[src/rtl/qsync_pkg.sv]
package qsync_pkg;
   localparam int MANT_W   = 5;
   localparam int RANGE_W  = 2;
   localparam int CAP_W    = 2;
   localparam int SAMPLE_W = MANT_W + RANGE_W + CAP_W;
   localparam int FRAME_W  = 32;
   localparam int ERR_W    = 2;
   localparam int BXF_W    = FRAME_W - 2 * SAMPLE_W - ERR_W;
   localparam int N_CH     = 2;

   typedef struct packed {
      logic [CAP_W-1:0]   capid;
      logic [RANGE_W-1:0] rng;
      logic [MANT_W-1:0]  mant;
   } sample_t;
endpackage

[src/rtl/qsync_capid_track.sv]
module qsync_capid_track
   import qsync_pkg::*;
(
   input  logic             clk,
   input  logic             rst_n,
   input  logic             restart,
   input  logic [CAP_W-1:0] cap_i,
   output logic             rot_err_o
);
   logic             valid_q;
   logic [CAP_W-1:0] prev_q;
   logic [CAP_W-1:0] want;

   assign want      = prev_q + 1'b1;
   assign rot_err_o = valid_q && !restart && (cap_i != want);

   always_ff @(posedge clk) begin
      if (!rst_n) begin
         valid_q <= 1'b0;
         prev_q  <= '0;
      end else if (restart) begin
         valid_q <= 1'b0;
      end else begin
         valid_q <= 1'b1;
         prev_q  <= cap_i;
      end
   end

   // the first ID after a restart is never flagged
   a_r3_restart_free: assert property (@(posedge clk) disable iff (!rst_n)
      restart |=> !rot_err_o);
endmodule

[src/rtl/qsync_bx_counter.sv]
module qsync_bx_counter #(
   parameter int ORBIT_LEN = 3564,
   parameter int BXW       = $clog2(ORBIT_LEN)
) (
   input  logic           clk,
   input  logic           rst_n,
   output logic [BXW-1:0] bx_o
);
   localparam logic [BXW-1:0] LAST = BXW'(ORBIT_LEN - 1);

   always_ff @(posedge clk) begin
      if (!rst_n)             bx_o <= '0;
      else if (bx_o == LAST)  bx_o <= '0;
      else                    bx_o <= bx_o + 1'b1;
   end

   a_r4_step: assert property (@(posedge clk) disable iff (!rst_n)
      (bx_o != LAST) |=> (bx_o == BXW'($past(bx_o) + 1'b1)));
   a_r4_wrap: assert property (@(posedge clk) disable iff (!rst_n)
      (bx_o == LAST) |=> (bx_o == '0));
endmodule

[src/rtl/qsync_frame_pack.sv]
module qsync_frame_pack
   import qsync_pkg::*;
#(
   parameter int                 BXW     = 12,
   parameter logic [FRAME_W-1:0] PATTERN = 32'hA5C3_5A3C
) (
   input  logic               clk,
   input  logic               rst_n,
   input  logic               pattern_en,
   input  sample_t            smp_a,
   input  sample_t            smp_b,
   input  logic [ERR_W-1:0]   err_field,
   input  logic [BXW-1:0]     bx,
   output logic [FRAME_W-1:0] frame_o
);
   logic [BXF_W-1:0] bx_field;

   generate
      if (BXW >= BXF_W) begin : g_bx_trunc
         assign bx_field = bx[BXF_W-1:0];
      end else begin : g_bx_pad
         assign bx_field = {{(BXF_W-BXW){1'b0}}, bx};
      end
   endgenerate

   always_ff @(posedge clk) begin
      if (!rst_n)          frame_o <= '0;
      else if (pattern_en) frame_o <= PATTERN;
      else                 frame_o <= {bx_field, err_field, smp_b, smp_a};
   end

   a_r7_pattern: assert property (@(posedge clk) disable iff (!rst_n)
      pattern_en |=> (frame_o == PATTERN));
endmodule

[src/rtl/dual_digitizer_sync.sv]
module dual_digitizer_sync
   import qsync_pkg::*;
#(
   parameter int                 ORBIT_LEN = 3564,
   parameter int                 RESET_BX  = 10,
   parameter int                 REPORT_BX = 100,
   parameter logic [FRAME_W-1:0] PATTERN   = 32'hA5C3_5A3C
) (
   input  logic                clk,
   input  logic                rst_n,
   input  logic [SAMPLE_W-1:0] ch_a_word,
   input  logic [SAMPLE_W-1:0] ch_b_word,
   input  logic                orbit_mark,
   input  logic                force_range_en,
   input  logic [RANGE_W-1:0]  force_range_val,
   input  logic                pattern_en,
   input  logic                reset_req,
   input  logic                pulse_req,
   output logic [FRAME_W-1:0]  frame_o,
   output logic                dig_range_force_o,
   output logic [RANGE_W-1:0]  dig_range_o,
   output logic                dig_reset_o,
   output logic                test_pulse_o
);
   localparam int BXW = $clog2(ORBIT_LEN);
   localparam logic [BXW-1:0] RST_SLOT = BXW'(RESET_BX);
   localparam logic [BXW-1:0] REP_SLOT = BXW'(REPORT_BX);

   generate
      if (ORBIT_LEN < 2 || RESET_BX >= ORBIT_LEN || REPORT_BX >= ORBIT_LEN) begin : g_bad_cfg
         $error("dual_digitizer_sync: slots must lie inside an orbit of at least 2");
      end
   endgenerate

   sample_t          smp [N_CH];
   logic [N_CH-1:0]  rot_err;
   logic [BXW-1:0]   bx;
   logic             sync_mis, cap_err, bunch_err, report, fire;
   logic [ERR_W-1:0] sticky_q, new_err, err_field;
   logic             pend_q;

   assign smp[0] = sample_t'(ch_a_word);
   assign smp[1] = sample_t'(ch_b_word);

   generate
      for (genvar ch = 0; ch < N_CH; ch++) begin : g_track
         qsync_capid_track u_track (
            .clk       (clk),
            .rst_n     (rst_n),
            .restart   (dig_reset_o),
            .cap_i     (smp[ch].capid),
            .rot_err_o (rot_err[ch])
         );
      end
   endgenerate

   qsync_bx_counter #(.ORBIT_LEN(ORBIT_LEN), .BXW(BXW)) u_bx (
      .clk   (clk),
      .rst_n (rst_n),
      .bx_o  (bx)
   );

   assign sync_mis  = !dig_reset_o && (smp[0].capid != smp[1].capid);
   assign cap_err   = sync_mis || (|rot_err);
   assign bunch_err = orbit_mark && (bx != '0);
   assign new_err   = {bunch_err, cap_err};
   assign report    = (bx == REP_SLOT);
   assign err_field = report ? sticky_q : '0;
   assign fire      = pend_q && (bx == RST_SLOT);

   always_ff @(posedge clk) begin
      if (!rst_n) begin
         sticky_q          <= '0;
         pend_q            <= 1'b0;
         dig_reset_o       <= 1'b0;
         test_pulse_o      <= 1'b0;
         dig_range_force_o <= 1'b0;
         dig_range_o       <= '0;
      end else begin
         sticky_q          <= (report ? '0 : sticky_q) | new_err;
         pend_q            <= reset_req || (pend_q && !fire);
         dig_reset_o       <= fire;
         test_pulse_o      <= pulse_req;
         dig_range_force_o <= force_range_en;
         dig_range_o       <= force_range_val;
      end
   end

   qsync_frame_pack #(.BXW(BXW), .PATTERN(PATTERN)) u_pack (
      .clk        (clk),
      .rst_n      (rst_n),
      .pattern_en (pattern_en),
      .smp_a      (smp[0]),
      .smp_b      (smp[1]),
      .err_field  (err_field),
      .bx         (bx),
      .frame_o    (frame_o)
   );

   a_r8_reset_slot: assert property (@(posedge clk) disable iff (!rst_n)
      dig_reset_o |-> ($past(bx) == RST_SLOT));
   a_r8_one_wide: assert property (@(posedge clk) disable iff (!rst_n)
      dig_reset_o |=> !dig_reset_o);
   a_r9_report_only: assert property (@(posedge clk) disable iff (!rst_n)
      (!$past(pattern_en) && (frame_o[19:18] != '0)) |-> ($past(bx) == REP_SLOT));
   a_r10_pulse: assert property (@(posedge clk) disable iff (!rst_n)
      pulse_req |=> test_pulse_o);
   a_r6_range: assert property (@(posedge clk) disable iff (!rst_n)
      force_range_en |=> (dig_range_force_o && dig_range_o == $past(force_range_val)));
endmodule

[config.mk]
export PLATFORM = sky130hd
export DESIGN_NAME = dual_digitizer_sync
export DESIGN_NICKNAME = d
export VERILOG_FILES = /design/src/rtl/qsync_pkg.sv /design/src/rtl/qsync_capid_track.sv /design/src/rtl/qsync_bx_counter.sv /design/src/rtl/qsync_frame_pack.sv /design/src/rtl/dual_digitizer_sync.sv
export SDC_FILE = /design/constraint.sdc
export NUM_CORES = 1
export LEC_CHECK = 0
export BUFFER_PORTS_ARGS = -buffer_cell sky130_fd_sc_hd__buf_2
export CORE_ASPECT_RATIO = 0.7
export CORE_MARGIN = 4
export CORE_UTILIZATION = 44
export CTS_CLUSTER_DIAMETER = 50
export DETAILED_ROUTE_END_ITERATION = 10
export PLACE_DENSITY = 0.8
export SLEW_MARGIN = 40
export SYNTH_ARGS = -nofsm -noshare
export SYNTH_HDL_FRONTEND = slang
export SYNTH_SLANG_ARGS = --single-unit
[constraint.sdc]
create_clock -name clk -period 1.4 [get_ports clk]
set_input_delay 0.14 -clock clk [delete_from_list [all_inputs] [get_ports clk]]
set_output_delay 0.14 -clock clk [all_outputs]
set_load 0.005 [all_outputs]
Yosys cells after proc, flatten, opt, wreduce, memory -nomap -nowiden

Cells that the tools add are included.

Add/sub/neg operators: 3
Equal/unequal tests: 6
Muxes and demuxes: 4
Bitwise logic cells: 3
Reduce and logical (&&, ||, !) cells: 16

Operator list:

| operator                                                                | number |
|---|---|
| 32-bit 2-to-1 mux                                                       | 1 |
| 12-bit by 1-bit adder with 12-bit output (second input constant)        | 1 |
| 12-bit equality test (second input constant)                            | 1 |
| 12-bit by 4-bit equality test with 1-bit output (second input constant) | 1 |
| 12-bit by 7-bit equality test with 1-bit output (second input constant) | 1 |
| 12-bit nonzero test                                                     | 1 |
| 1-bit logical AND                                                       | 7 |
| 2-bit inequality test                                                   | 3 |
| 2-bit OR reduction                                                      | 3 |
| 2-bit by 1-bit adder with 2-bit output (second input constant)          | 2 |
| 2-bit 2-to-1 mux                                                        | 2 |
| 3-bit OR reduction                                                      | 1 |
| 1-bit logical NOT                                                       | 2 |
| 1-bit logical OR                                                        | 2 |
| 1-bit NOT                                                               | 2 |
| 2-bit bitwise OR                                                        | 1 |
| 1-bit 2-to-1 mux                                                        | 1 |

Flip-flop bits (word level): 57
Input port bits: 27
Output and inout port bits: 37
Word-level logic and storage cells: 45

Longest topological paths before layout

Gate-level depths: netlist of run 1.

Depth in word-level cells: 6
Mapped depth: 6
Depth with buffers taken out: 6

Hierarchy

From an unflattened synthesis of run 1, not the netlist that was laid out.

Cells, all modules: 191
Area total of the unflattened synthesis: 2118.3 sq um

By module, submodules not included:

| module              | instances | cells each | area an instance (sq um) | sequential area each (sq um) |
|---|---|---|---|---|
| qsync_frame_pack    | 1         | 70         | 933.4                    | 640.6 |
| qsync_bx_counter    | 1         | 59         | 549.3                    | 240.2 |
| dual_digitizer_sync | 1         | 38         | 365.4                    | 160.2 |
| qsync_capid_track   | 2         | 12         | 135.1                    | 60.1 |

Worst setup path after synthesis of run 1

Ideal clock, no wire load.

Kind: reg-to-reg
Start point: reg u_bx.bx_o[0]
End point: reg sticky_q[0]
Library setup time: 0.137 ns
Arrival: 1.275 ns
Data required time: 1.263 ns
Slack: -0.011 ns
Cell stages (with the launch flop): 7
Path buffers: 0
Period minus slack after synthesis: 1.411 ns
Cells stage by stage: dfxtp_1 -> inv_1 -> ha_1 -> and4b_1 -> nand4_1 -> a211oi_1 -> a221oi_2

Cells in the longest elaborated chain, start to end: 3

RTL lines:

| item                                            | line                      | RTL |
|---|---|---|
| start: declaration                              | qsync_bx_counter.sv:7     | `output logic [BXW-1:0] bx_o` |
| start signal: assignment                        | qsync_bx_counter.sv:14    | `else bx_o <= bx_o + 1'b1;` |
| 12-bit by 7-bit equality test with 1-bit output | dual_digitizer_sync.sv:67 | `assign report = (bx == REP_SLOT);` |
| 2-bit 2-to-1 mux                                | dual_digitizer_sync.sv:80 | `sticky_q <= (report ? '0 : sticky_q) \| new_err;` |
| 2-bit bitwise OR                                | dual_digitizer_sync.sv:80 |  |
| end signal: assignment                          | dual_digitizer_sync.sv:80 |  |
| end: declaration                                | dual_digitizer_sync.sv:39 | `logic [ERR_W-1:0] sticky_q, new_err, err_field;` |

No other way between the ends.
A chain may end at the register's enable or synchronous reset.

Final worst setup path of run 1

Start point: reg u_bx.bx_o[1]
End point: reg sticky_q[0]

Same word-level chain as after synthesis.

==> results of run 1 <==
## Yosys cell counts (2+ instances only)
| master | count | share of area, % |
|---|---|---|
| clkbuf_1 | 7 | 1.3 |
| ha_1 | 3 | 1.9 |
| or3_1 | 2 | 0.62 |
| nand3_1 | 7 | 1.7 |
| nor2_1 | 30 | 5.6 |
| buf_4 | 2 | 0.75 |
| buf_2 | 3 | 0.75 |
| o21a_1 | 9 | 3.4 |
| nand4_1 | 4 | 1.2 |
| nor3_1 | 5 | 1.2 |
| o21ai_0 | 2 | 0.50 |
| and3_1 | 2 | 0.62 |
| and2_1 | 18 | 5.6 |
| mux2i_1 | 4 | 2.0 |
| and4_1 | 2 | 0.87 |
| xor2_1 | 10 | 4.4 |
| nand2_1 | 7 | 1.3 |
| nor2b_1 | 6 | 1.9 |
| dfxtp_1 | 57 | 57 |
| inv_1 | 3 | 0.56 |
## layer usage
layer	wire, um	share of wire (%)	GRT usage (%)	vias to the layer above
met2	1920	42	25.9	61
met4	74	1.6	5.28	0
met3	470	10	8.51	9
li1	-	-	-	849
met5	0	0	0	-
met1	2130	46	21.8	747
## final cells by class
type                       count  share of cell area [%]
tap                           55                    2.37
timing repair buffer          98                    20.7
multi-input combinational    126                    28.7
clock buffer                  12                    5.69
sequential                    57                    39.6
clock inverter                 4                    2.54
inverter                       4                   0.517
## cell families after synthesis
logic type,Yosys count
AND/OR/NAND/NOR,91
flip-flops,57
AO/OA/AOI/OAI,17
buffers and inverters,16
XOR/XNOR,11
multiplexers,4
adder cells (fa/ha/maj),3
## report_power, final
part	internal (mW)	switching [mW]	leakage (nW)	total (mW)
combinational	0.173	0.142	0.779	0.315
sequential	1.69	0.0252	0.473	1.72
clock	1.15	0.637	0.123	1.78
## sequential cells by signal (all words and copies together) (netlist names)
signal / flops
dig_reset_o: 1
dig_range_o: 2
sticky_q: 2
u_pack.frame_o: 32
u_bx.bx_o: 12
g_track.u_track.valid_q: 1
g_track.u_track.prev_q: 4
test_pulse_o: 1
dig_range_force_o: 1
pend_q: 1
## worst reg2reg max path: stages, from the launching register on
cell and delay (ns):
dfxtp_2 0.33, inv_2 0.08, ha_4 0.13, and4b_1 0.19, nand4_1 0.21, a211oi_2 0.27, a221oi_2 0.08
## stage by stage
step | util [%] | cells
final | 66.3 | 356
after global routing | 66.3 | 356
after CTS | 65.8 | 355
after detailed placement | 57.4 | 328
after global placement | 57.4 | 328
after floorplan | - | 199
## repair_timing
item / in CTS / in global routing
resized for setup: 8 / 6
hold buffers: 9 / 0
hold endpoints to repair: 9 / 0
setup endpoints to repair: 3 / 8
setup buffers: 2 / 1
pin swaps: 5 / 4
## layout by cell type (no fill, tap or decap), drive strengths merged, types with 2 or more instances in the layout
master | netlist | routed
ha | 3 | 3
and4 | 3 | 3
and3 | 2 | 2
dfxtp | 57 | 57
nor3 | 5 | 5
and2 | 18 | 18
nand4 | 4 | 4
nor2b | 6 | 6
xor2 | 10 | 10
o21ai | 2 | 2
clkbuf | 7 | 12
nand2 | 8 | 8
nor2 | 30 | 30
buf | 5 | 89
mux2i | 4 | 4
o21a | 9 | 9
bufinv | 0 | 2
dlygate4sd3 | 0 | 9
inv | 4 | 4
or3 | 2 | 2
clkinv | 0 | 2
nand3 | 8 | 8
## how the worst max path moves through the flow
stage                       from     endpoint  slack [ns]  depth (start not counted)
floorplan           u_bx.bx_o[0]  sticky_q[0]        0.02                          6
finish              u_bx.bx_o[1]  sticky_q[0]       -0.01                          6
global placement    u_bx.bx_o[0]  sticky_q[0]      -0.005                          6
CTS                 u_bx.bx_o[1]  sticky_q[0]       0.004                          6
detailed placement  u_bx.bx_o[1]  sticky_q[0]       -0.10                          6
global route        u_bx.bx_o[1]  sticky_q[0]       -0.09                          6
==> out/qor.yml, run 1 <==
outcome: "finished, violations left"
violations: "negative setup slack"
crit_arrival_ns: 1.62
first_iter_violations: 98
io_buffers: 63
cp_slowest_cell: "dfxtp_2"
total_power_mw: 3.82
synthSimpleGateAreaFrac_pct: 24.4
clockBufferDepth: 2
clk_root_buffer_cell: "clkbuf_8"
ant_nets: 0
fillCellCount: 330
seqCellArea_sq_um: 1150
p_leak_nw: 1.37
io_pins: 64
reg2regPathDepth: 6
synth_top_family_by_area: "simple AND/OR/NAND/NOR gates"
hp-class: "primary input to flop"
multi_input_comb_area_sq_um: 832
worst_pin_slew_ns: 0.595
grt_pass1_wl_mm: 7.51
syn-mean-instance-area_sq_um: 10.1
critPathMaxFanout: 4
finalSetupViolCount: 1
die_area_sq_um: 5730
synth.yosys.seq_area_share_pct: 56.8
num_rows: 20
post-route-drc-count: 0
dpl_cell_area_sq_um: 2510
path_buf_inv: 1
n_antenna_cell: 0
hold_viol_final: 0
synth_fp_nets: 229
synthAdderAreaFrac_pct: 1.87
synth_edf_count: 0
cellPowerDensity_nw_per_um2: 1310
crit_chain: "inv_2, ha_4, and4b_1, nand4_1, a211oi_2, a221oi_2"
yosys.area_share.xor_xnor_pct: 4.80
antenna_found_initial: 0
crit_type: "flop to flop"
syn_inst: 199
clk_pin_slew_ns: 0.06
rsz0062_at_grt: "true"
maxSlewViolCount: 0
rr_endpoint: "sticky_q[0]"
hpwlAfterDp_mm: 3.19
die_h_um: 64.5
grt_max_degree: 18
clock.fmax_mhz: 709
start_kind: "flop"
synth_compound_area_share_pct: 6.60
initial_core_util_pct: 45.9
worstHoldEndpoint: "u_pack.frame_o[0]"
nets: 326
min_path_cells: 2
period_minus_slack_ns: 1.41
drive_gt1_share_pct: 41.2
cp.required_ns: 1.61
core_sq_um: 4380
viasPerCell: 4.68
async_flop_share_pct: 0
cts.sinks: 57
synth-main-ff-cell: "dfxtp_1"
syn-cell-area_sq_um: 2010
wirelength_mm: 4.59
cts_buffers: 9
grt_overflow: 0
cp-end-kind: "flop"
crit_family: "simple AND/OR/NAND/NOR gates"
grtUsageTotal_pct: 17.3
irDropWorstVdd_v: 0.000910
slew_headroom_pct: 60.2
cts_tree: "built"
pre_cts_ws_ns: -0.102
ys_ff_latch: 57
synth_cell_types: 36
tns_ns: -0.0108
design_area_sq_um: 2900
setup_slack_ns: -0.0108
slowest_delay_ns: 0.33
yosys_warnings: 0
first_global_vias: 1686
cts_max_level: 3
maxCapViolations: 0
r2r_slack_ns: -0.01
vias: 1666
hold_slack_ns: 0.0103
firstDrtPassIters: 6
fin_skew_ns: 0.00769
hold_start: "ch_a_word[0]"
syn2layout_area_growth_pct: 44.6
finalCritPeriodShare_pct: 101
clkLatencyLatePin_ns: 0.34
synthMuxAreaShare_pct: 1.99
wl_per_cell_um: 12.9
die_x_um: 88.7
r2r_start: "u_bx.bx_o[1]"
place_congestion: 0.851
Power figures use the tool's default switching activity.
==> run 2: changes to the inputs <==
Settings changed: CORE_UTILIZATION 44 to 49, PLACE_DENSITY 0.8 to 0.84, TNS_END_PERCENT set to 50.
Clock period 1.4 ns to 1.5 ns, I/O delays scaled along.
==> run 2 against run 1 <==
Net effect: the flow now finishes without violations; combinational power is 24% lower; clock-buffer cell count is 1 higher; worst hold slack better by 0.0082 ns; design area is 10% lower; maximum frequency is 0.24% lower; setup slack better by 0.097 ns; first-iteration DRC count is 19% lower; total power is 18% lower; critical path depth is 2 lower; cell count is 8.1% lower; die area is 9.1% lower; critical path type unchanged; largest power group is now registers.
==> out/qor.yml, run 2 (synthesis results as in run 1) <==
outcome: "finished clean"
finalSetupViolCount: 0  # -1
rsz0062_at_grt: "false"
critPathMaxFanout: 5  # +1
ctsHoldBuffers: 0  # -9
slew_headroom_pct: 61.7  # +1.6 points
io_pins: 64  # unchanged
crit_cells: 4  # -2
r2r_start: "u_bx.bx_o[7]"
p_leak_nw: 1.22  # -11%
irDropWorstVdd_v: 0.000997  # +9.6%
cts_buffers: 9  # unchanged
slowest_delay_ns: 0.36  # +0.03 ns
start_kind: "flop"
place_congestion: 0.840  # -1.2%
die_x_um: 84.5  # -4.8%
setup_slack_ns: 0.0858  # +0.0966 ns
viasPerCell: 4.80  # +2.7%
rr_endpoint: "sticky_q[0]"
pre_cts_ws_ns: -0.00697  # +0.0947 ns
cellPowerDensity_nw_per_um2: 1190  # -9.2%
cp.required_ns: 1.70  # +0.09 ns
cts_setup_buffers: 0  # -2
final_util_pct: 66.1  # -0.18 points
crit_type: "flop to flop"
cp_slowest_cell: "dfxtp_1"
maxSlewViolCount: 0  # unchanged
cts_max_level: 3  # unchanged
post-route-drc-count: 0  # unchanged
crit_arrival_ns: 1.62  # about the same
dp.cells: 312  # -4.9%
total_power_mw: 3.11  # -18%
grt_pass1_wl_mm: 6.84  # -8.8%
clockBufferDepth: 2  # unchanged
ant_nets: 0  # unchanged
largest_reg_flops: 32  # unchanged
crit_family: "simple AND/OR/NAND/NOR gates"
wl_per_cell_um: 12.9  # +0.22%
design_area_sq_um: 2610  # -10%
grt_max_degree: 16  # -2
initial_core_util_pct: 50.9  # +5.0 points
top_register: "u_pack.frame_o"
r2r_slack_ns: 0.09  # +0.10 ns
maxCapViolations: 0  # unchanged
first_global_vias: 1476  # -12%
drive_gt1_share_pct: 36.0  # -5.2 points
io_buffers: 63  # unchanged
first_iter_violations: 79  # -19%
cts.sinks: 57  # unchanged
die_h_um: 61.6  # -4.6%
worst_pin_slew_ns: 0.572  # -0.0233 ns
finalCritPeriodShare_pct: 94.3  # -6.5 points
crit_chain: "nor4_2, nand4_1, a211oi_2, a221oi_2"
syn2layout_area_growth_pct: 30.0
final_common_cell: "buf_2"
clock.fmax_mhz: 707  # -0.24%
grtUsageTotal_pct: 17.5  # +0.20 points
nets: 301  # -7.7%
dpl_cell_area_sq_um: 2410  # -4.2%
reg2regPathDepth: 4  # -2
vias: 1571  # -5.7%
period_minus_slack_ns: 1.41  # +0.00338 ns
crit_end: "sticky_q[0]"
mostFrequentLayoutCells: "buf_2, dfxtp_1, nor2_1"
num_rows: 19  # -5.0%
hpwlAfterDp_mm: 2.91  # -8.5%
hp-class: "primary input to flop"
core_sq_um: 3950  # -9.9%
hold_viol_final: 0  # unchanged
clkLatencyLatePin_ns: 0.33  # about the same
fin_skew_ns: 0.00822  # +0.000532 ns
cts_tree: "built"
grt_overflow: 0  # unchanged
antenna_found_initial: 0  # unchanged
largestRegisters: "u_pack.frame_o: 32 flops, u_bx.bx_o: 12 flops, g_track.u_track.prev_q: 4 flops"
wirelength_mm: 4.23  # -7.9%
critical_path.startpoint: "u_bx.bx_o[7]"
n_antenna_cell: 0  # unchanged
firstDrtPassIters: 4  # -2
clk_pin_slew_ns: 0.06  # about the same
path_buf_inv: 0  # -1
die_area_sq_um: 5200  # -9.1%
cp-end-kind: "flop"
finalNonFillerCells: 327  # -8.1%
clk_root_buffer_cell: "clkbuf_8"
==> run 2: power by group <==
part	switching, mW	internal, mW
Combinational	0.117	0.123
Sequential	0.0269	1.58
Clock	0.546	0.722
Total	0.690	2.42
==> run 2: worst min-delay path by stage <==
stage	endpoint	cells past startpoint	from	slack [ns]
CTS	u_pack.frame_o[1]	2	ch_a_word[1]	0.0004
floorplan	u_pack.frame_o[11]	2	ch_b_word[2]	0.27
detailed placement	u_pack.frame_o[1]	2	ch_a_word[1]	0.36
global placement	u_pack.frame_o[14]	3	ch_b_word[5]	0.35
finish	u_pack.frame_o[11]	3	ch_b_word[2]	0.02
global route	u_pack.frame_o[1]	2	ch_a_word[1]	0.006
==> run 2: area by class of cell <==
cell class	instances	area, sq um
fillers	329	1340
multi-input cells	126	816
flip-flops and latches	57	1140
clock buffers	13	169
clock inverters	2	12.5
well taps	52	65.1
repair buffers	73	390
inverters	4	15.0
==> run 2: worst min-delay path, delay by kind of cell <==
kind                   cells  cell delay [ns]
buffers and inverters      1             0.07
and+or+nand+nor            2             0.09
==> run 2: metrics by stage <==
step           hold slack [ns]  setup TNS [ns]
6_report                0.0185               0
5_1_grt                0.00574               0
4_1_cts               0.000380               0
3_5_place_dp             0.358        -0.00697
3_3_place_gp             0.354               0
2_1_floorplan            0.266               0
==> run 2: per-layer routing <==
layer,vias up,track usage [%],routed length (um)
met3,8,9.89,448
met5,-,0,0
met1,713,20.6,1900
met2,55,26.4,1810
met4,0,8.13,67
li1,795,-,-
==> run 2: what timing repair did <==
action / CTS / global route
resized for setup: 1 / 6
endpoints found under the setup margin: 1 / 14
endpoints found under the hold margin: 0 / 0
pin swaps: 0 / 1
